===== src/rtl/burst_pkg.sv =====
// Package: shared constants and length-code decoding for the burst column
// generator. Assumes an 8-bit column by default (256-column page).
package burst_pkg;
    localparam int unsigned COL_W = 8;

    typedef enum logic [2:0] {
        BL_ONE   = 3'd0,
        BL_TWO   = 3'd1,
        BL_FOUR  = 3'd2,
        BL_EIGHT = 3'd3,
        BL_PAGE  = 3'd7
    } bl_code_e;

    // Return the wrap mask for a length code (all ones means full page).
    function automatic logic [COL_W-1:0] len_mask(input logic [2:0] code);
        logic [COL_W-1:0] m;
        case (code)
            BL_TWO:   m = COL_W'(1);
            BL_FOUR:  m = COL_W'(3);
            BL_EIGHT: m = COL_W'(7);
            BL_PAGE:  m = '1;
            default:  m = '0;
        endcase
        return m;
    endfunction
endpackage


===== src/rtl/burst_cfg_dec.sv =====
// Module: burst_cfg_dec
// Turns the mode inputs into an effective wrap mask, a full-page flag and an
// order flag. It applies the single-write override for write accesses and maps
// reserved length codes to one beat. Purely combinational.
module burst_cfg_dec
    import burst_pkg::*;
#(
    parameter int unsigned CW = COL_W
) (
    input  logic [2:0]    len_code,
    input  logic          interleave,
    input  logic          single_write,
    input  logic          is_write,
    output logic [CW-1:0] mask,
    output logic          full_page,
    output logic          il_order
);
    logic [2:0] eff_code;

    // Pick the length code that really applies to this access.
    always_comb begin
        eff_code  = (is_write && single_write) ? BL_ONE : len_code;
        mask      = CW'(len_mask(eff_code));
        full_page = (eff_code == BL_PAGE);
        il_order  = interleave && (eff_code != BL_PAGE);
    end
endmodule


===== src/rtl/burst_seq_ctrl.sv =====
// Module: burst_seq_ctrl
// Holds the burst state: active flag, captured start column, beat counter and
// the captured configuration. Priority is reset, start, stop, step. Assumes the
// configuration inputs are already decoded by burst_cfg_dec.
module burst_seq_ctrl #(
    parameter int unsigned CW = 8
) (
    input  logic          clk,
    input  logic          rst_n,
    input  logic          start,
    input  logic [CW-1:0] start_col,
    input  logic          step_en,
    input  logic          stop,
    input  logic [CW-1:0] mask_in,
    input  logic          full_in,
    input  logic          il_in,
    output logic          active,
    output logic [CW-1:0] base,
    output logic [CW-1:0] beat,
    output logic [CW-1:0] mask_q,
    output logic          full_q,
    output logic          il_q,
    output logic          last
);
    // Final beat of a fixed-length burst.
    always_comb last = active && !full_q && (beat == mask_q);

    // Sequence state update.
    always_ff @(posedge clk) begin
        if (!rst_n) begin
            active <= 1'b0;
            base   <= '0;
            beat   <= '0;
            mask_q <= '0;
            full_q <= 1'b0;
            il_q   <= 1'b0;
        end else if (start) begin
            active <= 1'b1;
            base   <= start_col;
            beat   <= '0;
            mask_q <= mask_in;
            full_q <= full_in;
            il_q   <= il_in;
        end else if (active && stop) begin
            active <= 1'b0;
        end else if (active && step_en) begin
            if (last) active <= 1'b0;
            else      beat   <= beat + 1'b1;
        end
    end

    // stepping past the final beat ends the burst.
    assert_end_after_last_R7: assert property (@(posedge clk) disable iff (!rst_n)
        (last && step_en && !stop && !start) |=> !active);

    // stop ends a valid burst on the next cycle.
    assert_stop_ends_R8: assert property (@(posedge clk) disable iff (!rst_n)
        (active && stop && !start) |=> !active);

    // no step, no stop, no start keeps the beat and state.
    assert_hold_beat_R9: assert property (@(posedge clk) disable iff (!rst_n)
        (active && !step_en && !stop && !start) |=> (active && $stable(beat)));

    // a full-page burst never reports a final beat.
    assert_page_no_last_R6: assert property (@(posedge clk) disable iff (!rst_n)
        (active && full_q) |-> !last);
endmodule


===== src/rtl/burst_addr_map.sv =====
// Module: burst_addr_map
// Maps the start column and beat index to the column for that beat. Bits under
// the mask advance linearly or by XOR, and bits above it stay fixed. A full
// mask gives plain modulo-2^CW counting. Combinational.
module burst_addr_map #(
    parameter int unsigned CW = 8
) (
    input  logic [CW-1:0] base,
    input  logic [CW-1:0] beat,
    input  logic [CW-1:0] mask,
    input  logic          il_order,
    output logic [CW-1:0] col
);
    logic [CW-1:0] lin_sum;

    // Select interleaved or linear wrapped address.
    always_comb begin
        lin_sum = base + beat;
        if (il_order) col = base ^ (beat & mask);
        else          col = (base & ~mask) | (lin_sum & mask);
    end
endmodule


===== src/rtl/burst_col_gen.sv =====
// Module: burst_col_gen (top)
// Column address generator for one burst within a DRAM page. It decodes the
// mode, keeps the sequence state and maps beats to columns. Outputs are
// registered-state driven and change the cycle after the controlling edge.
module burst_col_gen
    import burst_pkg::*;
#(
    parameter int unsigned CW = COL_W
) (
    input  logic          clk,
    input  logic          rst_n,
    input  logic          start,
    input  logic [CW-1:0] start_col,
    input  logic [2:0]    burst_len,
    input  logic          interleave,
    input  logic          single_write,
    input  logic          is_write,
    input  logic          step_en,
    input  logic          stop,
    output logic [CW-1:0] col,
    output logic          col_valid,
    output logic          last_beat
);
    logic [CW-1:0] dec_mask, base, beat, mask_q;
    logic          dec_full, dec_il, full_q, il_q;

    burst_cfg_dec #(.CW(CW)) cfg_i (
        .len_code(burst_len), .interleave(interleave),
        .single_write(single_write), .is_write(is_write),
        .mask(dec_mask), .full_page(dec_full), .il_order(dec_il)
    );

    burst_seq_ctrl #(.CW(CW)) seq_i (
        .clk(clk), .rst_n(rst_n), .start(start), .start_col(start_col),
        .step_en(step_en), .stop(stop),
        .mask_in(dec_mask), .full_in(dec_full), .il_in(dec_il),
        .active(col_valid), .base(base), .beat(beat),
        .mask_q(mask_q), .full_q(full_q), .il_q(il_q), .last(last_beat)
    );

    burst_addr_map #(.CW(CW)) map_i (
        .base(base), .beat(beat), .mask(mask_q), .il_order(il_q), .col(col)
    );

    // an accepted start shows its column on the next cycle.
    assert_start_col_R2: assert property (@(posedge clk) disable iff (!rst_n)
        start |=> (col_valid && col == $past(start_col)));

    // bits above the wrap block never change while stepping.
    assert_upper_fixed_R4: assert property (@(posedge clk) disable iff (!rst_n)
        (col_valid && step_en && !stop && !start && !last_beat)
        |=> (((col ^ $past(col)) & ~$past(mask_q)) == '0));
endmodule


===== config.mk =====
export PLATFORM = sky130hd
export DESIGN_NAME = burst_col_gen
export DESIGN_NICKNAME = d
export VERILOG_FILES = /design/src/rtl/burst_pkg.sv /design/src/rtl/burst_cfg_dec.sv /design/src/rtl/burst_seq_ctrl.sv /design/src/rtl/burst_addr_map.sv /design/src/rtl/burst_col_gen.sv
export SDC_FILE = /design/constraint.sdc
export NUM_CORES = 1
export LEC_CHECK = 0
export ABC_AREA = 1
export BUFFER_PORTS_ARGS = -buffer_cell sky130_fd_sc_hd__buf_2
export CORE_MARGIN = 2
export CORE_UTILIZATION = 30
export CTS_BUF_LIST = sky130_fd_sc_hd__clkbuf_16
export CTS_CLUSTER_DIAMETER = 120
export DETAILED_ROUTE_END_ITERATION = 8
export PLACE_DENSITY = 0.51
export SYNTH_ARGS = -nofsm -noshare
export SYNTH_HDL_FRONTEND = slang
export SYNTH_SLANG_ARGS = --single-unit
export TNS_END_PERCENT = 30

===== constraint.sdc =====
create_clock -name clk -period 3.6 [get_ports clk]
set_clock_uncertainty 0.1 [all_clocks]
set_input_delay 1.08 -clock clk [delete_from_list [all_inputs] [get_ports clk]]
set_output_delay 1.08 -clock clk [all_outputs]
set_load 0.03 [all_outputs]

==> metrics, run 1 <==
grt total ovfl=0; register area=440 um^2; most frequent cells in the layout=56 x nand2_1, 32 x inv_1, 28 x buf_2; DR vias=1646; Place WS=0.683 ns; CP max FO=5; reg2reg end=seq_i.beat[1]; first-pass GRT wire length=7.17 mm; Clock Sink Count=22; Max Slew Vio Count=0; Synth area leaders=dfxtp_1 25%, nand2_1 12%, ha_1 11%; layout cells sized above 1=0.198; DRT antenna net count=0; Setup WS post-layout=0.409 ns; CTS clk-pin slew, worst paths=0.06 ns; synth unique cells=33; nets@finish=321; ant diodes=0; CTS Buf Count=3; cts hold-fix bufs=0; num rows=27; Synth Warn #=0; status=complete, no violations; drt pass-1 iters=4; R2R cell count=7; # IOs=29; largest net degree at the start of global routing=19; mean area per synthesized cell=6.79 um^2; min cycle time layout=3.19 ns; # port buffers=28; Routed wire per std cell=11.8 um; setup violators final=0; Die Y=80.3 um; DR DRC count=0; RSZ-0062 raised after global routing=false; Worst-Skew Late Latency=0.25 ns; Leakage=0.936 nW; Synth area leader=dfxtp_1; Fillers=597; Tightest Pin Transition=0.543 ns; Critical Path Source Type=register; fmax=313 MHz; area delta synth->final=16.1%; VDD IR max=0.000147 V; Max Cap Violations=0; pwr dens=309 nW/um^2; WHS Path Cells=2; vias in the first global route=1511; Mapped Nets=293; Routed WL=4.20 mm; drt via density=4.64; register area share after synthesis=0.252; HP Start=seq_i.base[0]; Post-Syn Area=1750 um^2; crit path capture type=output port; RR Startpoint=seq_i.mask_q[6]; share of the synthesized area in the top cell type=0.252; initial core utilization=0.313; post-route clock period utilization=0.886; worst hold path class=reg2reg; Seq cells post-synth=22; root buf cell=clkbuf_16; TritonCTS clock tree=yes; flop2flop setup slack=1.70 ns; multi-input logic area=1120 um^2; GP Congestion=0.832; post-CTS setup buffers=0; worst hold path endpoint=seq_i.base[0]; commonest non-fill, non-tap cell in the layout=nand2_1; post_cts resized=0; DRT iter0 DRCs=65; initial antenna violation count=0; clock tree buffer depth=2; H-tree Lvls=1; setup TNS=0 ns; critical path data required time=2.42 ns; final hold violations=0; total global-route track usage=0.142; cell count after synthesis=257; total core area=5570 um^2; WP data arrival=2.01 ns; Max-slew headroom=0.638; Die X=80.3 um; hpwl dp=3.22 mm; kind of critical path=reg2out; Die Area=6440 um^2
==> metrics by stage <==
stage | total power [mW] | util | instance area [um^2] | cells | hold slack [ns]
after detailed placement | 0.400 | 0.350 | 1950 | 352 | 0.396
after global routing | 0.659 | 0.363 | 2030 | 355 | 0.423
final | 0.626 | 0.363 | 2030 | 355 | 0.404
after global placement | 0.400 | 0.350 | 1950 | 352 | 0.394
after floorplan | 0.360 | - | 1750 | 257 | 0.366
after CTS | 0.635 | 0.363 | 2030 | 355 | 0.405
==> Yosys cell counts <==
cell type,number
a31oi_1,1
a21oi_2,6
xnor2_1,8
xor2_1,2
buf_6,1
fa_1,1
nor2_4,3
o21ai_0,11
clkbuf_1,2
o21ai_1,11
o2bb2ai_1,1
nand3b_1,1
buf_2,2
nor2_2,2
a21oi_1,15
nand3_1,23
dfxtp_1,22
nor2_1,14
inv_2,5
clkinv_1,1
or2_1,2
nand3_2,1
a21boi_1,1
nand2_1,56
o22ai_1,2
buf_1,1
o211ai_1,1
inv_8,1
ha_1,16
inv_1,32
o21bai_1,1
nand4_1,5
nand2_2,6
==> cell families after synthesis <==
| kind of cell | Yosys count | share of synthesized area |
|---|---|---|
| AOI/OAI and AO/OA | 50 | 0.165 |
| xor gates and xnor gates | 10 | 0.0502 |
| adders and majority gates | 17 | 0.126 |
| buffers and inverters | 45 | 0.107 |
| DFF | 22 | 0.252 |
| and+or+nand+nor | 113 | 0.300 |
==> worst max-delay path: stages (launching register included) <==
cell and delay, ns:
dfxtp_1 0.40, ha_1 0.20, inv_1 0.05, fa_1 0.43, nor2_1 0.17, nor2_1 0.05, nand2_1 0.05, nand3_1 0.07
nand2_1 0.08, o21ai_0 0.06, buf_2 0.18
==> final cells by class <==
| cell class | count | share of cell area |
|---|---|---|
| inverter | 39 | 0.0760 |
| multi-input combinational | 190 | 0.552 |
| clock buffer | 3 | 0.0371 |
| tap | 72 | 0.0445 |
| timing repair buffer | 29 | 0.0729 |
| sequential | 22 | 0.217 |
==> how the worst max path moves through the flow <==
stage               cells past startpoint     startpoint  slack [ns]  endpoint
finish                                 10  seq_i.beat[0]        0.41    col[4]
global route                           10  seq_i.beat[0]        0.25    col[4]
CTS                                    10  seq_i.beat[0]        0.40    col[4]
detailed placement                     10  seq_i.beat[0]        0.68    col[4]
global placement                       10  seq_i.beat[0]        0.71    col[4]
floorplan                               9  seq_i.beat[0]        0.77    col[4]
==> report_power, final <==
| group | leakage (nW) | internal [mW] | switching [mW] | total [mW] |
|---|---|---|---|---|
| Sequential | 0.180 | 0.254 | 0.0132 | 0.267 |
| Combinational | 0.719 | 0.0442 | 0.0814 | 0.126 |
| Clock | 0.0370 | 0.147 | 0.0866 | 0.233 |
| Total | 0.936 | 0.444 | 0.181 | 0.626 |
==> registers in the layout (all words and copies together) (netlist names) <==
| name | count |
|---|---|
| seq_i.il_q | 1 |
| seq_i.mask_q | 4 |
| seq_i.base | 8 |
| seq_i.active | 1 |
| seq_i.beat | 8 |
==> metal layers <==
metal  vias up  wire, um  track usage  part of all wire
met2        21      1940        0.248              0.46
met4         0        31       0.0356            0.0074
met5         -         0            0                 0
li1        896         -            -                 -
met3         2        86       0.0135             0.021
met1       727      2140        0.186              0.51
No activity file was read; power rests on OpenSTA's default activity.
==> inputs of run 2 (changes only) <==
Settings changed: BUFFER_PORTS_ARGS -buffer_cell sky130_fd_sc_hd__buf_2 to default, DONT_BUFFER_PORTS from default to 1, PLACE_DENSITY 0.51 to 0.47.
==> run 2 against run 1 <==
Compared with the run above: final area down 6.9%; hold slack worse by 0.0051 ns; power down 4.0%; die area unchanged; via count down 6.1%; critical path depth down 1; fmax down 1.9%; worst setup slack worse by 0.063 ns; register-to-register slack worse by 0.17 ns; critical endpoint unchanged.
==> metrics, run 2 (same netlist as run 1, synthesis figures left out) <==
grt total ovfl=0 (unchanged); vias in the first global route=1530 (was 1511); Top Metal Used=met4 (unchanged); DR DRC count=0 (unchanged); nets@finish=293 (was 321); Max-slew headroom=0.382 (was 0.638); largest net degree at the start of global routing=19 (unchanged); clock tree buffer depth=2 (unchanged); Die Y=80.3 um (unchanged); H-tree Lvls=1 (unchanged); critical path data required time=2.42 ns (about the same); Critical Path Source Type=register (unchanged); hpwl dp=3.37 mm (was 3.22 mm); Post-Place Cells=324 (was 352); drt via density=4.72 (was 4.64); Largest regs=seq_i.base: 8 flops, seq_i.beat: 8 flops, seq_i.mask_q: 4 flops (unchanged); cts hold-fix bufs=0 (unchanged); Max Slew Vio Count=0 (unchanged); total global-route track usage=0.146 (was 0.142); # IOs=29 (unchanged); most frequent cells in the layout=56 x nand2_1, 32 x inv_1, 23 x nand3_1 (was 56 x nand2_1, 32 x inv_1, 28 x buf_2); first-pass GRT wire length=7.31 mm (was 7.17 mm); commonest non-fill, non-tap cell in the layout=nand2_1 (unchanged); total core area=5570 um^2 (unchanged); root buf cell=clkbuf_16 (unchanged); Worst-Skew Late Latency=0.25 ns (about the same); Placement Cell Area=1810 um^2 (was 1950 um^2); Tightest Pin Transition=0.917 ns (was 0.543 ns); M1 WL=2.24 mm (was 2.14 mm); crit path capture type=output port (unchanged); pwr dens=319 nW/um^2 (was 309 nW/um^2); min cycle time layout=3.25 ns (was 3.19 ns); final hold violations=0 (unchanged); Routed WL=4.35 mm (was 4.20 mm); Hold Slack=0.399 ns (was 0.404 ns); post_cts resized=0 (unchanged); Max Cap Violations=0 (unchanged); Routed met2 length=1.95 mm (was 1.94 mm); num rows=27 (unchanged); Fillers=616 (was 597); met3 wire len=117 um (was 86 um); initial antenna violation count=0 (unchanged); Leakage=0.817 nW (was 0.936 nW); multi-input logic area=1120 um^2 (unchanged); layout cells sized above 1=0.110 (was 0.198); RSZ-0062 raised after global routing=false (unchanged); drt pass-1 iters=4 (unchanged); GP Congestion=0.789 (was 0.832); VDD IR max=0.000223 V (was 0.000147 V); CTS Buf Count=3 (unchanged); # port buffers=0 (was 28); Clock Sink Count=22 (unchanged); kind of critical path=reg2out (unchanged); initial core utilization=0.313 (unchanged); TritonCTS clock tree=yes (unchanged); setup TNS=0 ns (unchanged); Layout Cells excl Fill=327 (was 355); post-route clock period utilization=0.904 (was 0.886); CTS clk-pin slew, worst paths=0.06 ns (about the same); Final Cell Area=1890 um^2 (was 2030 um^2); register area=440 um^2 (unchanged); worst hold path class=reg2reg (unchanged); Die X=80.3 um (unchanged); CP max FO=5 (unchanged); DRT antenna net count=0 (unchanged); post-CTS setup buffers=0 (unchanged); area delta synth->final=8.03% (was 16.1%); WP data arrival=2.07 ns (was 2.01 ns); DR vias=1545 (was 1646); Die Area=6440 um^2 (unchanged); DRT iter0 DRCs=61 (was 65); ant diodes=0 (unchanged); setup violators final=0 (unchanged); Routed wire per std cell=13.3 um (was 11.8 um); status=complete, no violations (unchanged); fmax=307 MHz (was 313 MHz)
[run 2: cell count changes in the layout (fill, tap and decap cells not counted), sizes merged]
cell	change
buf	-28
[run 2: path summary, 6_finish.rpt]
| kind | cells after the start | slack (ns) | from | endpoint |
|---|---|---|---|---|
| setup / recovery | 9 | 0.35 | seq_i.beat[0] | col[4] |
| hold / removal | 2 | 0.40 | seq_i.base[0] | seq_i.base[0] |
| setup reg to reg | 9 | 1.53 | seq_i.mask_q[6] | seq_i.beat[3] |
| hold reg to reg | 2 | 0.40 | seq_i.base[0] | seq_i.base[0] |
[run 2: layer usage]
metal  vias to the layer above  global-route usage
met1                       689               0.197
met3                         2              0.0270
li1                        837                   -
met2                        17               0.243
met5                         -                   0
met4                         0              0.0305
[run 2: final cells by class]
cell class,instances,area share
Multi-Input combinational cell,190,0.593
Clock buffer,3,0.0398
Timing Repair Buffer,1,0.00398
Sequential cell,22,0.234
Inverter,39,0.0816
Tap cell,72,0.0478
[run 2: per-stage QoR]
| stage | power (mW) | utilization | worst slack [ns] |
|---|---|---|---|
| after floorplan | 0.360 | - | 0.768 |
| after global placement | 0.376 | 0.325 | 0.643 |
| after detailed placement | 0.376 | 0.325 | 0.597 |
| after CTS | 0.614 | 0.338 | 0.327 |
| after global routing | 0.640 | 0.338 | 0.189 |
| final | 0.601 | 0.338 | 0.346 |
[run 2: worst max-delay path, stage by stage (launching register included)]
cell     delay, ns
dfxtp_1       0.40
ha_1          0.20
inv_1         0.06
fa_1          0.43
nor2_1        0.17
nor2_1        0.06
nand2_1       0.05
nand3_1       0.07
nand2_1       0.06
o21ai_0       0.33
[run 2: power breakdown]
group,internal [mW],switching [mW]
Sequential,0.254,0.0140
Clock,0.147,0.0851
Combinational,0.0309,0.0704
